$ cat config.mk
export PLATFORM = sky130hd
export DESIGN_NAME = hprot_seq
export DESIGN_NICKNAME = d
export VERILOG_FILES = /design/src/rtl/hprot_pkg.sv /design/src/rtl/hprot_decode.sv /design/src/rtl/hprot_timer.sv /design/src/rtl/hprot_array.sv /design/src/rtl/hprot_rdport.sv /design/src/rtl/hprot_seq.sv
export SDC_FILE = /design/constraint.sdc
export NUM_CORES = 1
export LEC_CHECK = 0
export ABC_AREA = 1
export ABC_CLOCK_PERIOD_IN_PS = 3400
export BUFFER_PORTS_ARGS = -buffer_cell sky130_fd_sc_hd__buf_4
export CAP_MARGIN = 30
export CELL_PAD_IN_SITES_DETAIL_PLACEMENT = 1
export CELL_PAD_IN_SITES_GLOBAL_PLACEMENT = 1
export CORE_UTILIZATION = 53
export DETAILED_ROUTE_END_ITERATION = 10
export PLACE_DENSITY = 0.94
export SETUP_SLACK_MARGIN = 0.3
export SYNTH_ARGS = -nofsm -noshare
export SYNTH_HDL_FRONTEND = slang
export SYNTH_SLANG_ARGS = --single-unit
export TNS_END_PERCENT = 1
$ cat constraint.sdc
create_clock -name clk -period 3.4 [get_ports clk]
set_input_delay 0.68 -clock clk [delete_from_list [all_inputs] [get_ports clk]]
set_output_delay 0.68 -clock clk [all_outputs]
set_load 0.05 [all_outputs]
$ cat src/rtl/hprot_pkg.sv
package hprot_pkg;

    typedef enum logic [3:0] {
        S_IDLE,
        S_UL1,
        S_UL2,
        S_PGM_ARG,
        S_PRT_ARG,
        S_PGM_RUN,
        S_PRT_RUN,
        S_PRT_ARMED,
        S_PRT_VFY
    } seq_st_e;

    localparam logic [10:0] A_FIRST  = 11'h555;
    localparam logic [10:0] A_SECOND = 11'h2AA;
    localparam logic [7:0]  D_FIRST  = 8'hAA;
    localparam logic [7:0]  D_SECOND = 8'h55;
    localparam logic [7:0]  D_PGM    = 8'hA0;
    localparam logic [7:0]  D_PRT    = 8'h60;
    localparam logic [7:0]  D_LOCK   = 8'h48;

endpackage

$ cat src/rtl/hprot_decode.sv
module hprot_decode #(
    parameter int ADDR_W = 11
) (
    input  logic [ADDR_W-1:0] addr,
    input  logic [15:0]       wdata,
    output logic              cyc1_ok,
    output logic              cyc2_ok,
    output logic              pgm_ok,
    output logic              prt_ok,
    output logic              lock_ok
);
    import hprot_pkg::*;

    logic [10:0] a_low;
    logic [7:0]  d_low;

    always_comb begin
        a_low   = addr[10:0];
        d_low   = wdata[7:0];
        cyc1_ok = (a_low == A_FIRST)  && (d_low == D_FIRST);
        cyc2_ok = (a_low == A_SECOND) && (d_low == D_SECOND);
        pgm_ok  = (a_low == A_FIRST)  && (d_low == D_PGM);
        prt_ok  = (a_low == A_FIRST)  && (d_low == D_PRT);
        lock_ok = (d_low == D_LOCK);
    end

endmodule

$ cat src/rtl/hprot_timer.sv
module hprot_timer #(
    parameter int CNT_W = 8
) (
    input  logic             clk,
    input  logic             rst_n,
    input  logic             load,
    input  logic [CNT_W-1:0] load_val,
    input  logic             run,
    output logic             zero
);
    logic [CNT_W-1:0] cnt_d, cnt_q;

    always_comb begin
        cnt_d = cnt_q;
        if (load) begin
            cnt_d = load_val;
        end else if (run && (cnt_q != '0)) begin
            cnt_d = cnt_q - 1'b1;
        end
        zero = (cnt_q == '0);
    end

    always_ff @(posedge clk or negedge rst_n) begin
        if (!rst_n) cnt_q <= '0;
        else        cnt_q <= cnt_d;
    end

endmodule

$ cat src/rtl/hprot_array.sv
module hprot_array #(
    parameter int WORDS  = 16,
    parameter int DATA_W = 16,
    localparam int IDX_W = $clog2(WORDS)
) (
    input  logic              clk,
    input  logic              rst_n,
    input  logic              we,
    input  logic [IDX_W-1:0]  widx,
    input  logic [DATA_W-1:0] wval,
    input  logic [IDX_W-1:0]  ridx,
    output logic [DATA_W-1:0] rword
);
    logic [DATA_W-1:0] mem_q [WORDS];

    for (genvar g = 0; g < WORDS; g++) begin : g_word
        logic hit;
        assign hit = we && (widx == IDX_W'(g));
        always_ff @(posedge clk or negedge rst_n) begin
            if (!rst_n)   mem_q[g] <= '1;
            else if (hit) mem_q[g] <= mem_q[g] & wval;
        end
    end

    assign rword = mem_q[ridx];

endmodule

$ cat src/rtl/hprot_rdport.sv
module hprot_rdport #(
    parameter int DATA_W = 16
) (
    input  logic              clk,
    input  logic              rst_n,
    input  logic              rd_en,
    input  logic              show_poll,
    input  logic              show_vfy,
    input  logic              poll_bit,
    input  logic              vfy_bit,
    input  logic [DATA_W-1:0] word,
    output logic [DATA_W-1:0] rdata
);
    logic [DATA_W-1:0] rdata_d, rdata_q;
    logic              tog_d, tog_q;

    always_comb begin
        rdata_d = rdata_q;
        tog_d   = tog_q;
        if (rd_en) begin
            if (show_vfy) begin
                rdata_d    = '0;
                rdata_d[0] = vfy_bit;
            end else if (show_poll) begin
                rdata_d    = '0;
                rdata_d[7] = poll_bit;
                rdata_d[6] = tog_q;
                tog_d      = ~tog_q;
            end else begin
                rdata_d = word;
            end
        end
    end

    always_ff @(posedge clk or negedge rst_n) begin
        if (!rst_n) begin
            rdata_q <= '0;
            tog_q   <= 1'b0;
        end else begin
            rdata_q <= rdata_d;
            tog_q   <= tog_d;
        end
    end

    assign rdata = rdata_q;

endmodule

$ cat src/rtl/hprot_seq.sv
module hprot_seq #(
    parameter int ADDR_W         = 11,
    parameter int MEM_WORDS      = 16,
    parameter int REGION_WORDS   = 8,
    parameter int PROG_CYCLES    = 16,
    parameter int CLK_MHZ        = 100,
    parameter int TIMEOUT_US     = 150,
    parameter int PROTECT_PULSES = 2
) (
    input  logic              clk,
    input  logic              rst_n,
    input  logic              mode_en,
    input  logic              wr_en,
    input  logic              rd_en,
    input  logic [ADDR_W-1:0] addr,
    input  logic [15:0]       wdata,
    output logic [15:0]       rdata,
    output logic              busy,
    output logic              protect_bit
);
    import hprot_pkg::*;

    localparam int DATA_W  = 16;
    localparam int IDX_W   = $clog2(MEM_WORDS);
    localparam int PRT_LEN = CLK_MHZ * TIMEOUT_US;
    localparam int MAX_LEN = (PRT_LEN > PROG_CYCLES) ? PRT_LEN : PROG_CYCLES;
    localparam int CNT_W   = $clog2(MAX_LEN + 1);
    localparam int PW      = $clog2(PROTECT_PULSES + 1);
    localparam logic [IDX_W:0] REG_LIM   = (IDX_W+1)'(REGION_WORDS);
    localparam logic [PW-1:0]  PULSE_LIM = PW'(PROTECT_PULSES);

    typedef struct packed {
        seq_st_e           st;
        logic [PW-1:0]     pulses;
        logic              prot;
        logic [IDX_W-1:0]  tgt_idx;
        logic [DATA_W-1:0] tgt_val;
    } ctl_t;

    ctl_t ctl_d, ctl_q;

    logic             cyc1_ok, cyc2_ok, pgm_ok, prt_ok, lock_ok;
    logic             tmr_load, tmr_run, tmr_zero;
    logic [CNT_W-1:0] tmr_val;
    logic             arr_we;
    logic [IDX_W-1:0] arr_idx;
    logic [IDX_W-1:0] wr_idx;
    logic             wr_in_region;
    logic [PW-1:0]    pulse_nx;
    logic [DATA_W-1:0] arr_word;

    hprot_decode #(.ADDR_W(ADDR_W)) u_decode (
        .addr    (addr),
        .wdata   (wdata),
        .cyc1_ok (cyc1_ok),
        .cyc2_ok (cyc2_ok),
        .pgm_ok  (pgm_ok),
        .prt_ok  (prt_ok),
        .lock_ok (lock_ok)
    );

    hprot_timer #(.CNT_W(CNT_W)) u_timer (
        .clk      (clk),
        .rst_n    (rst_n),
        .load     (tmr_load),
        .load_val (tmr_val),
        .run      (tmr_run),
        .zero     (tmr_zero)
    );

    always_comb begin
        wr_idx       = addr[IDX_W-1:0];
        wr_in_region = ({1'b0, wr_idx} < REG_LIM);
        pulse_nx     = (ctl_q.pulses == PULSE_LIM) ? ctl_q.pulses : ctl_q.pulses + 1'b1;
        tmr_run      = (ctl_q.st == S_PGM_RUN) || (ctl_q.st == S_PRT_RUN);
    end

    always_comb begin
        ctl_d    = ctl_q;
        tmr_load = 1'b0;
        tmr_val  = '0;
        arr_we   = 1'b0;
        if (!mode_en) begin
            ctl_d.st = S_IDLE;
        end else begin
            unique case (ctl_q.st)
                S_IDLE: begin
                    if (wr_en && cyc1_ok) ctl_d.st = S_UL1;
                end
                S_UL1: begin
                    if (wr_en) ctl_d.st = cyc2_ok ? S_UL2 : S_IDLE;
                end
                S_UL2: begin
                    if (wr_en) begin
                        if (pgm_ok)      ctl_d.st = S_PGM_ARG;
                        else if (prt_ok) ctl_d.st = S_PRT_ARG;
                        else             ctl_d.st = S_IDLE;
                    end
                end
                S_PGM_ARG: begin
                    if (wr_en) begin
                        ctl_d.tgt_idx = wr_idx;
                        ctl_d.tgt_val = wdata;
                        if (ctl_q.prot && wr_in_region) begin
                            ctl_d.st = S_IDLE;
                        end else begin
                            ctl_d.st = S_PGM_RUN;
                            tmr_load = 1'b1;
                            tmr_val  = CNT_W'(PROG_CYCLES - 1);
                        end
                    end
                end
                S_PRT_ARG, S_PRT_VFY: begin
                    if (wr_en) begin
                        if (lock_ok) begin
                            ctl_d.st = S_PRT_RUN;
                            tmr_load = 1'b1;
                            tmr_val  = CNT_W'(PRT_LEN - 1);
                        end else begin
                            ctl_d.st = S_IDLE;
                        end
                    end
                end
                S_PGM_RUN: begin
                    if (tmr_zero) begin
                        arr_we   = 1'b1;
                        ctl_d.st = S_IDLE;
                    end
                end
                S_PRT_RUN: begin
                    if (tmr_zero) begin
                        ctl_d.pulses = pulse_nx;
                        ctl_d.prot   = ctl_q.prot | (pulse_nx == PULSE_LIM);
                        ctl_d.st     = S_PRT_ARMED;
                    end
                end
                S_PRT_ARMED: begin
                    if (wr_en) ctl_d.st = lock_ok ? S_PRT_VFY : S_IDLE;
                end
                default: ctl_d.st = S_IDLE;
            endcase
        end
    end

    always_ff @(posedge clk or negedge rst_n) begin
        if (!rst_n) begin
            ctl_q.st      <= S_IDLE;
            ctl_q.pulses  <= '0;
            ctl_q.prot    <= 1'b0;
            ctl_q.tgt_idx <= '0;
            ctl_q.tgt_val <= '0;
        end else begin
            ctl_q <= ctl_d;
        end
    end

    assign arr_idx = ctl_q.tgt_idx;

    hprot_array #(.WORDS(MEM_WORDS), .DATA_W(DATA_W)) u_array (
        .clk   (clk),
        .rst_n (rst_n),
        .we    (arr_we),
        .widx  (arr_idx),
        .wval  (ctl_q.tgt_val),
        .ridx  (wr_idx),
        .rword (arr_word)
    );

    hprot_rdport #(.DATA_W(DATA_W)) u_rdport (
        .clk       (clk),
        .rst_n     (rst_n),
        .rd_en     (rd_en),
        .show_poll (tmr_run),
        .show_vfy  (ctl_q.st == S_PRT_VFY),
        .poll_bit  ((ctl_q.st == S_PGM_RUN) ? ~ctl_q.tgt_val[7] : 1'b0),
        .vfy_bit   (ctl_q.prot),
        .word      (arr_word),
        .rdata     (rdata)
    );

    assign busy        = tmr_run;
    assign protect_bit = ctl_q.prot;

endmodule

==> results of run 1 <==
## per-stage QoR
stage	power (uW)	std cells	util (%)	setup slack [ps]
global placement	4470	1841	56.1	891
detailed placement	4490	1841	56.1	737
floorplan	4210	1522	-	1450
finish	8420	1903	60.4	695
global route	8620	1903	60.4	557
CTS	8440	1903	60.4	747
## power groups by stage
| stage | sequential [uW] | clock [uW] | combinational, uW |
|---|---|---|---|
| after floorplan | 3960 | 0 | 254 |
| after global placement | 3880 | 0 | 593 |
| after detailed placement | 3880 | 0 | 615 |
| after CTS | 3830 | 3970 | 638 |
| after global routing | 3830 | 4100 | 688 |
| final | 3830 | 3950 | 644 |
## worst max-delay path, delay by kind of cell, from the launching register on
kind,cells,cell delay (ps)
compound gates,1,320
buf+inv,1,170
simple gates,6,1480
flops,1,360
fa+ha+maj,1,210
## synth_stat cells, types with 3 or more instances
| cell type | instances |
|---|---|
| nand4_1 | 28 |
| xor2_1 | 5 |
| inv_2 | 3 |
| a21boi_1 | 85 |
| dfrtp_1 | 58 |
| nand3_1 | 89 |
| dfstp_2 | 256 |
| nor2_2 | 6 |
| a21boi_2 | 9 |
| nand3_4 | 4 |
| buf_4 | 5 |
| o21ai_0 | 72 |
| a21oi_2 | 31 |
| nand2_1 | 307 |
| o211ai_1 | 47 |
| a21boi_0 | 77 |
| ha_1 | 3 |
| buf_2 | 9 |
| nand3b_1 | 5 |
| nor2_1 | 64 |
| clkbuf_1 | 50 |
| buf_6 | 10 |
| inv_1 | 150 |
| buf_1 | 9 |
| a21oi_1 | 106 |
| nor3_1 | 5 |
| nor2_4 | 17 |
## logic make-up (layout without fill, tap and decap cells)
family / after synthesis / in the layout / synth area share, %
flops: 314 / 314 / 56.2
buf+inv: 239 / 279 / 6.96
compound gates: 432 / 432 / 19.7
fa+ha+maj: 3 / 3 / 0.258
xor+xnor: 6 / 6 / 0.361
simple gates: 528 / 528 / 16.6
## routing by layer
metal  GRT usage [%]  share of wire (%)
met1            41.8                 37
met3            7.52                6.4
met2            60.6                 50
met4            22.1                6.0
met5               0                  0
## flip-flops by register name, summed over array words and instances (netlist names)
name	cells
arr_idx	4
u_rdport.tog_q	1
protect_bit	1
u_array.mem_q	256
u_rdport.rdata	16
u_timer.cnt_q	14
ctl_q	22
## path summary, 6_finish.rpt
| kind | start | endpoint | slack [ps] | depth (start not counted) |
|---|---|---|---|---|
| hold / removal | rst_n | u_rdport.rdata[14] | 120 | 1 |
| max in group asynchronous | rst_n | u_array.mem_q[87] | 2400 | 2 |
| hold reg to reg | u_array.mem_q[48] | u_array.mem_q[48] | 460 | 2 |
| min in group clk | wdata[9] | ctl_q[9] | 360 | 3 |
| setup reg to reg | u_timer.cnt_q[0] | u_array.mem_q[176] | 690 | 9 |
| setup / recovery | u_timer.cnt_q[0] | u_array.mem_q[176] | 690 | 9 |
## area by class of cell
cell class              count  area [sq um]  share of cell area [%]
repair buffers             62           552                    3.39
multi-input cells         969          5380                    33.0
flip-flops and latches    314          8180                    50.2
clock inverters            22           258                    1.58
inverters                 155           582                    3.57
well taps                 341           427                    2.62
clock buffers              40           913                    5.61
==> results by group, run 1 <==
Status
  • Status: finished clean

Timing
  • Pins Over Slew Limit: 0
  • Worst Max-Slew Pin Slew: 1120 ps
  • Fmax: about 370 MHz
  • Finish-stage setup viols: 0
  • Slew headroom: between 20% and 30%
  • Tcrit/Tclk final: between 70% and 80%
  • Min Tclk post-route: 2710 ps
  • Sum Neg Setup Slack: 0 ps
  • RSZ-0062 raised after global routing: no
  • Worst Hold Margin: between 100 and 150 ps
  • Max Clock Skew: 17.4 ps
  • Final hold violations: 0

Pwr
  • Switch share: roughly a quarter
  • Internal power: about 6300 uW
  • Power Dens Cells: approximately 520 nW/um^2
  • Peak supply drop: roughly 290 uV
  • Logic gate share of total power: approximately 7.6%
  • Psw: 2160 uW
  • Clock share of power: between 40% and 50%
  • Part of the power in registers: 45.4%
  • Leakage: slightly above 0.007 uW

CTS
  • Clock Sinks: between 300 and 400
  • TritonCTS buffer count: 34
  • Clock Path Buffers: 3
  • CTS Hold Bufs: 0
  • # resized after CTS: 0
  • Clk_lat worst skew: roughly 530 ps
  • Root buffer selected by CTS: clkbuf_16
  • CTS clock-pin slew for the worst setup and hold paths: roughly 60 ps
  • CTS H-Tree Depth: 2
  • CTS tree: built
  • Post-CTS setup repair buffer count: 0

Logic synthesis
  • Top cells by area, synth: dfstp_2, dfrtp_1, nand2_1, a21boi_1, a21boi_0
  • Post-synth ARST share: 100%
  • Primary FF master, synth: dfstp_2
  • Sequential area share after synthesis: between 50% and 60%
  • Mapped Nets: between 1500 and 2000
  • Synth top area share: 46.2%
  • Post-Syn Area: roughly 15000 sq um
  • Syn avg cell area: between 9 and 10 sq um
  • Register bit total from synthesis: ~310
  • Synth cell types: 37
  • Synth area leader: dfstp_2
  • Synth Instances: 1522
  • EDFF count, synth: 0
  • Synthesis warning total: 0

Global routing
  • Overflow after GRT: 0
  • Initial antenna violation count: 0
  • Pin count of the biggest net entering global routing: about 210
  • Vias in the first global route: about 13000
  • Total track usage: a little over a third
  • First-pass GRT wire length: between 70000 and 80000 um

Drt
  • Remaining DRCs: 0
  • Avg WL per Cell: about 26 um
  • DR iter-0 viols: between 1000 and 1500
  • Routed via count: 12100
  • Antenna-violating nets left: 0
  • First drt pass iteration count: 5
  • Routed WL: a little under 50000 um
  • Vias per cell: approximately 6.3

Worst setup path
  • Critical Path RT: 3780 ps
  • CP max stage delay: 630 ps
  • Data arrival, critical path: about 3000 ps
  • Crit-path cells: inv_1 > ha_1 > nand3_1 > nor2_1 > nand3_2 > nor2_8 > nand3_4 > nor2_4 > a21boi_0
  • Max FO, Critical Path: 16
  • Slowest CP cell: nor2_4
  • Setup CP Type: flop to flop
  • Crit path capture type: flop
  • Startpoint types: flop

Floorplanning
  • IO Count: 50
  • Horiz. Die Dim: 168 um
  • Die area: approximately 28000 sq um
  • Rows: 60
  • Starting Density: between 50 and 60%
  • Die height: 168 um
  • Core area: roughly 27000 sq um

Cells and area
  • Fin nets: about 1600
  • Post-Layout Inst Area: between 15000 and 20000 sq um
  • Commonest non-fill, non-tap cell in the layout: nand2_1
  • Number of fill cells: 2911
  • Diodes inserted: 0
  • Share of post-route cells with drive strength above 1: 29.0%
  • Most frequent cells in the layout: nand2_1, dfstp_2, inv_1, a21oi_1, nand3_1
  • Synthesis-to-finish area growth: 11.9%

Job
  • Max_cap viols: 0

Place
  • DP Area: around 15000 sq um
  • Final RePlAce weighted congestion: 0.851
  • DPL Wire Length: roughly 27000 um
  • PortBufs: 49

Min path
  • HP Class: input port to asynchronous set/reset pin
Power figures use the tool's default switching activity.
==> run 2, diff against run 1 <==
--- a/config.mk
+++ b/config.mk
@@ -6,14 +6,14 @@
 export NUM_CORES = 1
 export LEC_CHECK = 0
 export ABC_AREA = 1
-export ABC_CLOCK_PERIOD_IN_PS = 3400
+export ABC_CLOCK_PERIOD_IN_PS = 2360
 export BUFFER_PORTS_ARGS = -buffer_cell sky130_fd_sc_hd__buf_4
 export CAP_MARGIN = 30
 export CELL_PAD_IN_SITES_DETAIL_PLACEMENT = 1
 export CELL_PAD_IN_SITES_GLOBAL_PLACEMENT = 1
-export CORE_UTILIZATION = 53
+export CORE_UTILIZATION = 44
 export DETAILED_ROUTE_END_ITERATION = 10
-export PLACE_DENSITY = 0.94
+export PLACE_DENSITY = 0.85
 export SETUP_SLACK_MARGIN = 0.3
 export SYNTH_ARGS = -nofsm -noshare
 export SYNTH_HDL_FRONTEND = slang
==> constraint.sdc (replaced) <==
create_clock -name clk -period 2.36 [get_ports clk]
set_input_delay 0.472 -clock clk [delete_from_list [all_inputs] [get_ports clk]]
set_output_delay 0.472 -clock clk [all_outputs]
set_load 0.05 [all_outputs]
==> results by group, run 2 (same netlist as run 1, synthesis figures left out) <==
Worst setup path
  • Delay-heaviest family, CP: simple AND/OR/NAND/NOR gates
  • Crit-path cells: inv_1 > ha_1 > nand3_1 > nor2_2 > nand3_2 > nor2_8 > nand3_4 > nor2_4 > buf_4 > a21boi_0
  • Flop-to-flop setup slack: 300 ps (-400 ps)
  • Slowest CP cell: dfrtp_1
  • CP max stage delay: 370 ps (-260 ps)
  • Worst Setup EP: u_array.mem_q[80]
  • Data arrival, critical path: 2490 ps (-600 ps)
  • Critical Path RT: 2790 ps (-990 ps)
  • Critical path depth: 10 (+1)
  • Reg2reg path depth: 10 (+1)
  • Setup CP Type: flop to flop
  • Worst reg2reg startpoint: u_timer.cnt_q[1]
  • CP Launch Point: u_timer.cnt_q[1]
  • Crit path buffers/inverters: 2 (+1)
  • Crit path capture type: flop
  • Startpoint types: flop
  • RR Endpoint: u_array.mem_q[80]
  • Max FO, Critical Path: 5 (-11)

Timing
  • Worst Max-Slew Pin Slew: 783 ps (-335 ps)
  • Pins Over Slew Limit: 0 (unchanged)
  • Sum Neg Setup Slack: 0 ps (unchanged)
  • Slew headroom: 47.8% (+22 points)
  • RSZ-0062 raised after global routing: yes
  • Min Tclk post-route: 2060 ps (-645 ps)
  • Fmax: 485 MHz (+31%)
  • Tcrit/Tclk final: 87.3% (+7.8 points)
  • Final worst slack: 299 ps (-395 ps)
  • Final hold violations: 0 (unchanged)
  • Max Clock Skew: 18.3 ps (+0.804 ps)
  • Finish-stage setup viols: 0 (unchanged)

Floorplanning
  • IO Count: 50 (unchanged)
  • Die area: 33800 sq um (+20%)
  • Horiz. Die Dim: 184 um (+9.6%)
  • Rows: 66 (+10%)
  • Die height: 184 um (+9.6%)
  • Starting Density: 44.7% (-9.3 points)
  • Core area: 32500 sq um (+21%)

Drt
  • DR iter-0 viols: 763 (-33%)
  • Remaining DRCs: 0 (unchanged)
  • Antenna-violating nets left: 0 (unchanged)
  • First drt pass iteration count: 5 (unchanged)
  • Avg WL per Cell: 22.3 um (-13%)
  • Vias per cell: 5.71 (-9.9%)
  • Routed via count: 11800 (-2.1%)
  • Routed WL: 46100 um (-5.8%)

Global routing
  • Initial antenna violation count: 0 (unchanged)
  • Pin count of the biggest net entering global routing: 85 (-59%)
  • Overflow after GRT: 0 (unchanged)
  • Vias in the first global route: 13000 (-3.0%)
  • Total track usage: 28.3% (-7.5 points)
  • First-pass GRT wire length: 73500 um (-4.7%)

CTS
  • Clock Path Buffers: 3 (unchanged)
  • CTS tree: built
  • TritonCTS buffer count: 36 (+5.9%)
  • Clock Sinks: 314 (unchanged)
  • CTS H-Tree Depth: 2 (unchanged)
  • CTS clock-pin slew for the worst setup and hold paths: 60 ps (about the same)
  • Root buffer selected by CTS: clkbuf_16
  • Clk_lat worst skew: 530 ps (about the same)

Place
  • Pre-CTS setup slack: 110 ps (-627 ps)
  • DPL Wire Length: 29400 um (+9.0%)
  • DP Area: 15700 sq um (+3.8%)
  • Final RePlAce weighted congestion: 0.847 (-0.48%)
  • PortBufs: 49 (unchanged)

Pwr
  • Power Dens Cells: 706 nW/um^2 (+37%)
  • Leakage: 0.00755 uW (+5.0%)
  • Peak supply drop: 436 uV (+52%)

Cells and area
  • Finished Core Util: 52.4% (-8.0 points)
  • Commonest non-fill, non-tap cell in the layout: nand2_1
  • Synthesis-to-finish area growth: 17.2%
  • Number of fill cells: 3639 (+25%)
  • Number of flip-flops in the largest register: 256 (unchanged)
  • Share of post-route cells with drive strength above 1: 31.9% (+2.9 points)
  • Post-Layout Inst Area: 17100 sq um (+4.8%)
  • Fin nets: 1634 (+4.0%)
  • Most frequent cells in the layout: nand2_1, dfstp_2, inv_1, a21oi_1, buf_4
  • Most flops, register: u_array.mem_q
  • Diodes inserted: 0 (unchanged)

Status
  • Status: finished clean

Min path
  • HP Class: input port to flop

Job
  • Max_cap viols: 0 (unchanged)
run 2: repair_timing:
action	4_1_cts	5_1_grt
hold endpoints to repair	5	0
pin swaps	9	7
setup endpoints to repair	222	221
hold buffers	1	0
setup buffers	7	6
gates resized for setup	16	15
run 2: cell type report:
class / instances / area, sq um / area share (%)
sequential: 314 / 8180 / 47.9
multi-input combinational: 969 / 5440 / 31.9
timing repair buffer: 123 / 1140 / 6.67
clock buffer: 59 / 1110 / 6.50
inverter: 155 / 582 / 3.41
tap: 442 / 553 / 3.24
clock inverter: 6 / 62.6 / 0.367
run 2: per-stage QoR:
step | power (uW) | hold slack [ps] | cells
5_1_grt | 12400 | 171 | 2068
3_5_place_dp | 6520 | 396 | 1989
2_1_floorplan | 6060 | 176 | 1522
4_1_cts | 12200 | 138 | 2062
6_report | 12100 | 154 | 2068
3_3_place_gp | 6490 | 389 | 1989
run 2: routing by layer:
| metal | vias up | part of all wire (%) | GRT usage, % |
|---|---|---|---|
| li1 | 5204 | - | - |
| met1 | 6130 | 41 | 35.3 |
| met2 | 344 | 51 | 48.8 |
| met3 | 130 | 4.5 | 3.92 |
| met4 | 0 | 4.2 | 12.4 |
| met5 | - | 0 | 0 |
run 2: worst min-delay path, stage by stage:
cell,delay [ps]
buf_4,80
nand2_1,40
o21ai_0,60
run 2: report_power, final:
group | leakage [uW] | switching, uW | internal [uW]
sequential | 0.00330 | 38.6 | 5470
clock | 0.000576 | 2270 | 3330
combinational | 0.00367 | 710 | 240
total | 0.00755 | 3020 | 9030
run 2: worst min path at each step:
stage / start / end / slack [ps] / cells past startpoint
final: wdata[11] / ctl_q[11] / 150 / 3
after global routing: wdata[10] / ctl_q[10] / 170 / 3
after CTS: wdata[10] / ctl_q[10] / 140 / 3
after detailed placement: rst_n / ctl_q[13] / 400 / 1
after global placement: rst_n / ctl_q[14] / 390 / 1
after floorplan: rst_n / arr_idx[0] / 180 / 0
